[src/rtl/dram_seq_pkg.sv]
package dram_seq_pkg;

    typedef enum logic {
        CYC_CPU = 1'b0,
        CYC_REF = 1'b1
    } cyc_kind_e;

    // Raw taps of the delay register, taken from its next state.
    typedef struct packed {
        logic ras;
        logic mux;
        logic cas_rd;
        logic cas_wr;
        logic fin;
        logic busy;
    } tap_bank_t;

    // Control levels presented to the DRAM.
    typedef struct packed {
        logic ras;
        logic mux;
        logic cas;
        logic busy;
    } strobe_set_t;

    // A tap level that opens at its own tap and closes at the end tap.
    function automatic logic tap_window(input logic open_tap, input logic end_tap);
        return open_tap & ~end_tap;
    endfunction

    // The read/write level picks the column-strobe tap.
    function automatic logic pick_cas(input logic is_read, input logic rd_tap, input logic wr_tap);
        return is_read ? rd_tap : wr_tap;
    endfunction

endpackage

[src/rtl/seq_shift.sv]
module seq_shift
    import dram_seq_pkg::*;
#(
    parameter int unsigned RAS_T    = 0,
    parameter int unsigned MUX_T    = 2,
    parameter int unsigned CAS_RD_T = 4,
    parameter int unsigned CAS_WR_T = 5,
    parameter int unsigned END_T    = 12,
    parameter int unsigned LEN      = 15
) (
    input  logic      clk,
    input  logic      rst,
    input  logic      start,
    output logic      idle_ok,
    output logic      at_last,
    output tap_bank_t taps_n
);

    logic [LEN-1:0] sr_q;
    logic [LEN-1:0] sr_n;

    // Fills with ones from bit 0 upward; bit k is the row strobe delayed by k ticks.
    always_comb begin
        if (start) begin
            sr_n = {{(LEN-1){1'b0}}, 1'b1};
        end else if (sr_q[LEN-1]) begin
            sr_n = '0;
        end else if (sr_q[0]) begin
            sr_n = {sr_q[LEN-2:0], 1'b1};
        end else begin
            sr_n = sr_q;
        end
    end

    always_ff @(posedge clk) begin
        if (rst) begin
            sr_q <= '0;
        end else begin
            sr_q <= sr_n;
        end
    end

    // Idle, or in the last gap tick, where a new cycle may chain directly.
    assign idle_ok = ~sr_q[0] | sr_q[LEN-1];
    assign at_last = sr_q[LEN-1];

    assign taps_n.ras    = sr_n[RAS_T];
    assign taps_n.mux    = sr_n[MUX_T];
    assign taps_n.cas_rd = sr_n[CAS_RD_T];
    assign taps_n.cas_wr = sr_n[CAS_WR_T];
    assign taps_n.fin    = sr_n[END_T];
    assign taps_n.busy   = sr_n[0];

endmodule

[src/rtl/seq_tap_select.sv]
module seq_tap_select
    import dram_seq_pkg::*;
(
    input  logic        clk,
    input  logic        rst,
    input  tap_bank_t   taps_n,
    input  cyc_kind_e   kind_n,
    input  logic        read_n,
    output logic        mux_n,
    output logic        busy_n,
    output strobe_set_t set_q
);

    strobe_set_t cpu_set;
    strobe_set_t ref_set;
    strobe_set_t set_n;

    always_comb begin
        cpu_set.ras  = tap_window(taps_n.ras, taps_n.fin);
        cpu_set.mux  = tap_window(taps_n.mux, taps_n.fin);
        cpu_set.cas  = tap_window(pick_cas(read_n, taps_n.cas_rd, taps_n.cas_wr), taps_n.fin);
        cpu_set.busy = taps_n.busy;

        ref_set.ras  = tap_window(taps_n.ras, taps_n.fin);
        ref_set.mux  = 1'b0;
        ref_set.cas  = 1'b0;
        ref_set.busy = taps_n.busy;

        set_n = (kind_n == CYC_REF) ? ref_set : cpu_set;
    end

    assign mux_n  = set_n.mux;
    assign busy_n = set_n.busy;

    // Registered stage so the pins carry no decode glitches.
    always_ff @(posedge clk) begin
        if (rst) begin
            set_q <= '0;
        end else begin
            set_q <= set_n;
        end
    end

endmodule

[src/rtl/seq_ref_counter.sv]
module seq_ref_counter #(
    parameter int unsigned W = 8
) (
    input  logic         clk,
    input  logic         rst,
    input  logic         adv,
    output logic [W-1:0] cnt_q,
    output logic [W-1:0] cnt_n
);

    assign cnt_n = adv ? cnt_q + 1'b1 : cnt_q;

    always_ff @(posedge clk) begin
        if (rst) begin
            cnt_q <= '0;
        end else begin
            cnt_q <= cnt_n;
        end
    end

endmodule

[src/rtl/seq_addr_mux.sv]
module seq_addr_mux
    import dram_seq_pkg::*;
#(
    parameter int unsigned W = 8
) (
    input  logic         clk,
    input  logic         rst,
    input  cyc_kind_e    kind_n,
    input  logic         mux_n,
    input  logic         busy_n,
    input  logic [W-1:0] row_n,
    input  logic [W-1:0] col_n,
    input  logic [W-1:0] ref_n,
    output logic [W-1:0] addr_q
);

    logic [W-1:0] addr_n;

    always_comb begin
        if (kind_n == CYC_REF) begin
            addr_n = ref_n;
        end else if (mux_n) begin
            addr_n = col_n;
        end else begin
            addr_n = row_n;
        end
    end

    always_ff @(posedge clk) begin
        if (rst) begin
            addr_q <= '0;
        end else if (busy_n) begin
            addr_q <= addr_n;
        end
    end

endmodule

[src/rtl/dram_strobe_seq.sv]
module dram_strobe_seq
    import dram_seq_pkg::*;
#(
    parameter int unsigned ADDR_W      = 8,
    parameter int unsigned RAS_TICK    = 0,
    parameter int unsigned MUX_TICK    = 2,
    parameter int unsigned CAS_RD_TICK = 4,
    parameter int unsigned CAS_WR_TICK = 5,
    parameter int unsigned END_TICK    = 12,
    parameter int unsigned PRE_TICKS   = 3
) (
    input  logic              clk,
    input  logic              rst,
    input  logic              strobe_i,
    input  logic              rw_i,
    input  logic              refresh_req_i,
    input  logic [ADDR_W-1:0] row_i,
    input  logic [ADDR_W-1:0] col_i,
    output logic              ras_o,
    output logic              cas_o,
    output logic              mux_o,
    output logic [ADDR_W-1:0] dram_addr_o,
    output logic              busy_o
);

    localparam int unsigned SEQ_LEN = END_TICK + PRE_TICKS;

    logic strobe_q;
    logic rise;
    logic pending_q, pending_n;
    logic idle_ok, at_last, start, take_cpu;
    cyc_kind_e kind_q, kind_n;
    logic rw_lat_q, rw_q, rw_n, rw_eff;
    logic [ADDR_W-1:0] row_lat_q, col_lat_q;
    logic [ADDR_W-1:0] acc_row_q, acc_col_q, acc_row_n, acc_col_n;
    logic [ADDR_W-1:0] ref_q, ref_n;
    logic [ADDR_W-1:0] row_eff, col_eff;
    logic mux_n, busy_n;
    tap_bank_t   taps_n;
    strobe_set_t set_q;

    // Access requests are strobe edges, not levels.
    assign rise     = strobe_i & ~strobe_q;
    assign start    = idle_ok & (refresh_req_i | pending_q | rise);
    assign take_cpu = start & ~refresh_req_i;

    assign rw_eff  = rise ? rw_i  : rw_lat_q;
    assign row_eff = rise ? row_i : row_lat_q;
    assign col_eff = rise ? col_i : col_lat_q;

    always_comb begin
        kind_n    = kind_q;
        rw_n      = rw_q;
        acc_row_n = acc_row_q;
        acc_col_n = acc_col_q;
        if (start) begin
            kind_n = refresh_req_i ? CYC_REF : CYC_CPU;
        end
        if (take_cpu) begin
            rw_n      = rw_eff;
            acc_row_n = row_eff;
            acc_col_n = col_eff;
        end
        pending_n = (pending_q | rise) & ~take_cpu;
    end

    always_ff @(posedge clk) begin
        if (rst) begin
            strobe_q  <= 1'b0;
            pending_q <= 1'b0;
            kind_q    <= CYC_CPU;
            rw_q      <= 1'b1;
            rw_lat_q  <= 1'b1;
            row_lat_q <= '0;
            col_lat_q <= '0;
            acc_row_q <= '0;
            acc_col_q <= '0;
        end else begin
            strobe_q  <= strobe_i;
            pending_q <= pending_n;
            kind_q    <= kind_n;
            rw_q      <= rw_n;
            acc_row_q <= acc_row_n;
            acc_col_q <= acc_col_n;
            if (rise) begin
                rw_lat_q  <= rw_i;
                row_lat_q <= row_i;
                col_lat_q <= col_i;
            end
        end
    end

    seq_shift #(
        .RAS_T   (RAS_TICK),
        .MUX_T   (MUX_TICK),
        .CAS_RD_T(CAS_RD_TICK),
        .CAS_WR_T(CAS_WR_TICK),
        .END_T   (END_TICK),
        .LEN     (SEQ_LEN)
    ) u_shift (
        .clk    (clk),
        .rst    (rst),
        .start  (start),
        .idle_ok(idle_ok),
        .at_last(at_last),
        .taps_n (taps_n)
    );

    seq_tap_select u_select (
        .clk   (clk),
        .rst   (rst),
        .taps_n(taps_n),
        .kind_n(kind_n),
        .read_n(rw_n),
        .mux_n (mux_n),
        .busy_n(busy_n),
        .set_q (set_q)
    );

    seq_ref_counter #(
        .W(ADDR_W)
    ) u_refcnt (
        .clk  (clk),
        .rst  (rst),
        .adv  (at_last & (kind_q == CYC_REF)),
        .cnt_q(ref_q),
        .cnt_n(ref_n)
    );

    seq_addr_mux #(
        .W(ADDR_W)
    ) u_amux (
        .clk   (clk),
        .rst   (rst),
        .kind_n(kind_n),
        .mux_n (mux_n),
        .busy_n(busy_n),
        .row_n (acc_row_n),
        .col_n (acc_col_n),
        .ref_n (ref_n),
        .addr_q(dram_addr_o)
    );

    assign ras_o  = set_q.ras;
    assign mux_o  = set_q.mux;
    assign cas_o  = set_q.cas;
    assign busy_o = set_q.busy;

endmodule

[config.mk]
export PLATFORM = sky130hd
export DESIGN_NAME = dram_strobe_seq
export DESIGN_NICKNAME = d
export VERILOG_FILES = /design/src/rtl/dram_seq_pkg.sv /design/src/rtl/seq_shift.sv /design/src/rtl/seq_tap_select.sv /design/src/rtl/seq_ref_counter.sv /design/src/rtl/seq_addr_mux.sv /design/src/rtl/dram_strobe_seq.sv
export SDC_FILE = /design/constraint.sdc
export NUM_CORES = 1
export LEC_CHECK = 0
export BUFFER_PORTS_ARGS = -buffer_cell sky130_fd_sc_hd__buf_2
export CAP_MARGIN = 20
export CELL_PAD_IN_SITES_DETAIL_PLACEMENT = 0
export CELL_PAD_IN_SITES_GLOBAL_PLACEMENT = 2
export CORE_MARGIN = 5
export CORE_UTILIZATION = 39
export DETAILED_ROUTE_END_ITERATION = 6
export PLACE_DENSITY = 0.82
export SLEW_MARGIN = 20
export SYNTH_ARGS = -nofsm -noshare
export SYNTH_HDL_FRONTEND = slang
export SYNTH_SLANG_ARGS = --single-unit
[constraint.sdc]
create_clock -name clk -period 4 [get_ports clk]
set_input_delay 0 -clock clk [delete_from_list [all_inputs] [get_ports clk]]
set_output_delay 0 -clock clk [all_outputs]
set_load 0.005 [all_outputs]
* Word level (Yosys, flattened, before mapping)
Cells that the tools add are included.
** Cells by class
- Multiplexer cells :: 16
- $add $sub $neg :: 1
- Reductions and logical operators :: 3
- Bitwise operators :: 17
** Operator list (number)
- 8-bit two-way mux :: 7
- 13-bit two-way mux :: 3
- 8-bit by 1-bit adder with 8-bit output (second input constant) :: 1
- 1-bit AND :: 8
- 1-bit two-way mux :: 5
- 1-bit NOT :: 5
- 1-bit bitwise OR :: 4
- 4-bit OR reduction :: 1
- 3-bit two-way mux :: 1
- 3-bit OR reduction :: 1
- 2-bit OR reduction :: 1
** Storage, ports and cells
- Input bits :: 21
- Output and inout bits :: 12
- Bits in registers :: 72
- Logic and storage cells :: 55

* Longest topological paths before layout
- Depth after elaboration :: 11
- Gate-level depth with buffers :: 9
- Mapped depth without buffers :: 7

* Cells and area by module
A second synthesis with hierarchy kept.
** Second synthesis, totals
- Cell total of the unflattened synthesis :: 346
- Area, all modules :: 3394.5 um^2
** By module, submodules not included
- dram_strobe_seq :: cells an instance 191, area an instance 1785.5 um^2, sequential area each 740.7 um^2, instances 1
- seq_shift :: cells an instance 57, area an instance 559.3 um^2, sequential area each 300.3 um^2, instances 1
- seq_addr_mux :: cells an instance 46, area an instance 525.5 um^2, sequential area each 160.2 um^2, instances 1
- seq_ref_counter :: cells an instance 41, area an instance 385.4 um^2, sequential area each 160.2 um^2, instances 1
- seq_tap_select :: cells an instance 11, area an instance 138.9 um^2, sequential area each 80.1 um^2, instances 1

* Worst setup path before layout
OpenSTA, ideal clock, no wires.
- Path type :: register to register
- Start point :: register u_shift.sr_q[0]
- End point :: register u_amux.addr_q[4]
- Path slack :: 2225 ps
- Library setup time :: 126 ps
- Required time :: 3874 ps
- Path buffers :: 0
- Clock period less this slack :: 1775 ps
- Cell stages (with the launch flop) :: 7
- Arrival time :: 1649 ps
- Cells stage by stage :: dfxtp_1 nor3b_1 o21ai_1 nor2_2 mux2_2 o22ai_1 nand3_1
** Between the ends
- Longest elaborated chain between the ends :: 9
- Elaborated cells between the ends (all ways) :: 15
- Classes of those cells :: mux: 9; bitwise: 6
** Ends and longest elaborated chain
- from (decl) :: line seq_shift.sv:19 : logic [LEN-1:0] sr_q;
- from (signal assigned) :: line seq_shift.sv:39 : sr_q <= sr_n;
- 1-bit NOT :: line seq_shift.sv:44 : assign idle_ok = ~sr_q[0] | sr_q[LEN-1];
- 1-bit bitwise OR :: line seq_shift.sv:44
- 1-bit AND :: line dram_strobe_seq.sv:44 : assign start = idle_ok & (refresh_req_i | pending_q | rise);
- 13-bit two-way mux :: line seq_shift.sv:24 : if (start) begin
- 1-bit NOT :: line dram_seq_pkg.sv:28 : return open_tap & ~end_tap;
- 1-bit AND :: line dram_seq_pkg.sv:28
- 3-bit two-way mux :: line seq_tap_select.sv:29 : set_n = (kind_n == CYC_REF) ? ref_set : cpu_set;
- 8-bit two-way mux :: line seq_addr_mux.sv:22 : end else if (mux_n) begin
- 8-bit two-way mux :: line seq_addr_mux.sv:20 : if (kind_n == CYC_REF) begin
- to (signal assigned) :: line seq_addr_mux.sv:33 : addr_q <= addr_n;
- to (decl) :: line seq_addr_mux.sv:14 : output logic [W-1:0] addr_q
Parallel ways exist; a longest one is shown, timed or not.
A chain may end at the register's enable or synchronous reset.

* Worst setup path in the final report
Ends and elaborated chain as after synthesis.

==> results.ini <==
[cells_and_area]
fillers = 756
final_area_sq_mm = 0.00368
final_common_cell = dfxtp_1
fin_nets = 401
drive_gt1_frac = 0.169
diodes = 0
instances_no_fill = 486
multi_input_area_sq_mm = 0.00153
fin_util = 0.479
mostFrequentLayoutCells = dfxtp_1 (71), nor2_1 (64), mux2i_1 (32), buf_2 (32), nand2_1 (20)
syn2layout_area_growth_pct = 20.0
seq_area_sq_mm = 0.00142

[placed_design]
routabilityCongestion = 0.832
portBuffers = 32
placed_cell_area_sq_mm = 0.00329
place_inst = 455
dp_hpwl_microns = 5020
dp_slack_ns = 1.66

[timing]
worst_clock_skew_ns = 0.00895
slew_violations = 0
fin_crit_sh = 0.586
worst_slack_ns = 1.66
setup_viol = 0
finalCriticalPeriod_ns = 2.34
fin_hold_ws_ns = 0.00972
rsz0062_at_grt = no
max_slew.worst_pin.slew_ns = 0.700
hold_viol = 0
fmax_ghz = 0.427
fin_setup_tns_ns = 0
slew_headroom = 0.530

[synthesis]
syn_avg_cell_area_sq_um = 9.08
async_reset_ff_frac = 0
ys.flop_type = dfxtp_1
synth-seq-area-share = 0.463
synth.area.top_cells = dfxtp_1 (46%), mux2i_1 (10%), nor2_1 (7.8%)
synthSimpleGateAreaFrac = 0.196
synth_cell_types = 52
synth_warnings = 0
synth_top_family_by_area = simple AND/OR/NAND/NOR gates
synth-edff-count = 0
synthXorXnorAreaFrac = 0.0228
synth_compound_area_frac = 0.136
synth_top_area_frac = 0.463
netlist_area_sq_mm = 0.00307
syn_nets = 360
synth_mux_area_frac = 0.139
synthCells = 338
ys_ff_latch = 71
synth_fa_ha_area_frac = 0.00408
synth_top_area_cell = dfxtp_1

[clock_tree]
cts_buffer_depth = 2
ctsHoldBuffers = 15
post_cts_buffers = 0
cts_tree = yes
cts_buffers = 9
clkSinkCount = 71
htreeDepth = 3
clock_latency_ns = 0.34
clkSlewWorstSetupHoldPaths_ns = 0.07
cts_resized = 0
clock-root-buffer = clkbuf_8

[detailed_routing]
wire_per_inst_microns = 14.9
vias_per_cell = 5.02
num_vias = 2442
wl_microns = 7220
dr.pass1.iters = 4
antenna_left = 0
drt_iter0_drc = 129
drc = 0

[power]
swShare = 0.239
power_density_mw_per_mm2 = 447
switching_power_mw = 0.393
ir_drop_v = 0.000256
clkPwrFrac = 0.428
seqPwrFrac = 0.459
power_frac_comb = 0.113
intPower_mw = 1.25
total_power_mw = 1.64
p_leak_nw = 1.52

[setup_path]
crit_start = u_shift.sr_q[0]$_SDFF_PP0_
critPathMaxFanout = 18
cp-endpoint = u_amux.addr_q[4]$_SDFFE_PP0P_
critPathLaunchType = flip-flop
max_stage_delay_ns = 0.46
critical_path.slowest_cell = nor2_2
regToRegSetupSlack_ns = 1.66
arrival_ns = 2.57
r2r-end = u_amux.addr_q[4]$_SDFFE_PP0P_
r2r_cells = 7
crit_chain = buf_4 > nor3b_1 > o21ai_1 > nor2_2 > mux2_2 > o22ai_1 > nand3_1
crit_type = reg2reg
end_kind = flip-flop
r2r_start = u_shift.sr_q[0]$_SDFF_PP0_
required_ns = 4.23

[global_route]
grt_pass1_vias = 2387
met3_usage = 0.0410
grt_util_met1 = 0.214
top_usage_layer = met2
grt_overflow = 0
grt_first_pass_wirelength_microns = 12100
grt_max_degree = 32
antenna_found_initial = 0
grtUsageMet2 = 0.241
track_usage = 0.156

[floorplanning]
start_util = 0.399
die_w_microns = 98.7
coreArea_sq_mm = 0.00769
pin_count = 33
die_h_microns = 98.7
dieArea_sq_mm = 0.00974
rows = 32

[hold_path]
min_from = row_i[4]
hold_path.class = in2reg

[run_status]
status = complete, no violations

[flow_run]
drv_cap = 0

cell usage after synthesis, types with 4 or more instances:
library cell / instances
and2_1: 4
inv_1: 5
nand2b_1: 5
dfxtp_1: 71
xor2_1: 4
mux2_2: 7
nor3_1: 12
o21ai_0: 17
nor2b_1: 9
nand2_1: 20
xnor2_1: 4
clkbuf_1: 12
mux2i_1: 32
nand3_1: 5
a211oi_1: 14
nor2_1: 64
worst max-delay path, delay by kind of cell, from the launching register on:
| kind | cells | cell delay, ns |
|---|---|---|
| buffers and inverters | 1 | 0.23 |
| AND/OR/NAND/NOR | 3 | 0.90 |
| flip-flops | 1 | 0.35 |
| multiplexers | 1 | 0.40 |
| AO/OA/AOI/OAI | 2 | 0.34 |
cell type report:
type | instances | share of cell area
clock buffer | 11 | 0.0384
sequential | 71 | 0.386
tap | 102 | 0.0347
timing repair buffer | 51 | 0.0924
multi-input combinational | 241 | 0.415
clock inverter | 5 | 0.0282
inverter | 5 | 0.00510
flip-flops by register name, summed over array words and instances (netlist names):
| signal | count |
|---|---|
| acc_col_q | 8 |
| acc_row_q | 8 |
| col_lat_q | 8 |
| kind_q | 1 |
| pending_q | 1 |
| row_lat_q | 8 |
| rw_lat_q | 1 |
| rw_q | 1 |
| strobe_q | 1 |
| u_amux.addr_q | 8 |
| u_refcnt.cnt_q | 8 |
| u_select.set_q | 3 |
| u_shift.sr_q | 15 |
worst min-delay path by stage:
stage               slack, ns  depth (start not counted)                       to
floorplan                0.13                          1      strobe_q$_SDFF_PP0_
global placement         0.24                          2      strobe_q$_SDFF_PP0_
detailed placement       0.25                          2      strobe_q$_SDFF_PP0_
CTS                     0.008                          3  row_lat_q[4]$_SDFF_PP0_
global route             0.02                          3  row_lat_q[5]$_SDFF_PP0_
finish                   0.01                          3  row_lat_q[4]$_SDFF_PP0_
power by group through the flow:
stage / clock (mW) / sequential, mW / combinational [mW]
after floorplan: 0 / 0.766 / 0.131
after detailed placement: 0 / 0.771 / 0.175
after global placement: 0 / 0.771 / 0.174
final: 0.704 / 0.755 / 0.186
after global routing: 0.757 / 0.759 / 0.208
after CTS: 0.720 / 0.755 / 0.187
routing by layer:
metal,routed length (microns),vias up
li1,-,1257
met1,3700,1147
met2,3190,33
met3,262,5
met4,70,0
met5,0,-
cell families after synthesis:
family	Yosys count
xor+xnor	8
fa+ha+maj	1
compound gates	59
buf+inv	26
simple gates	132
mux	41
flops	71
Note: power is estimated with default switching activity, not from simulation.
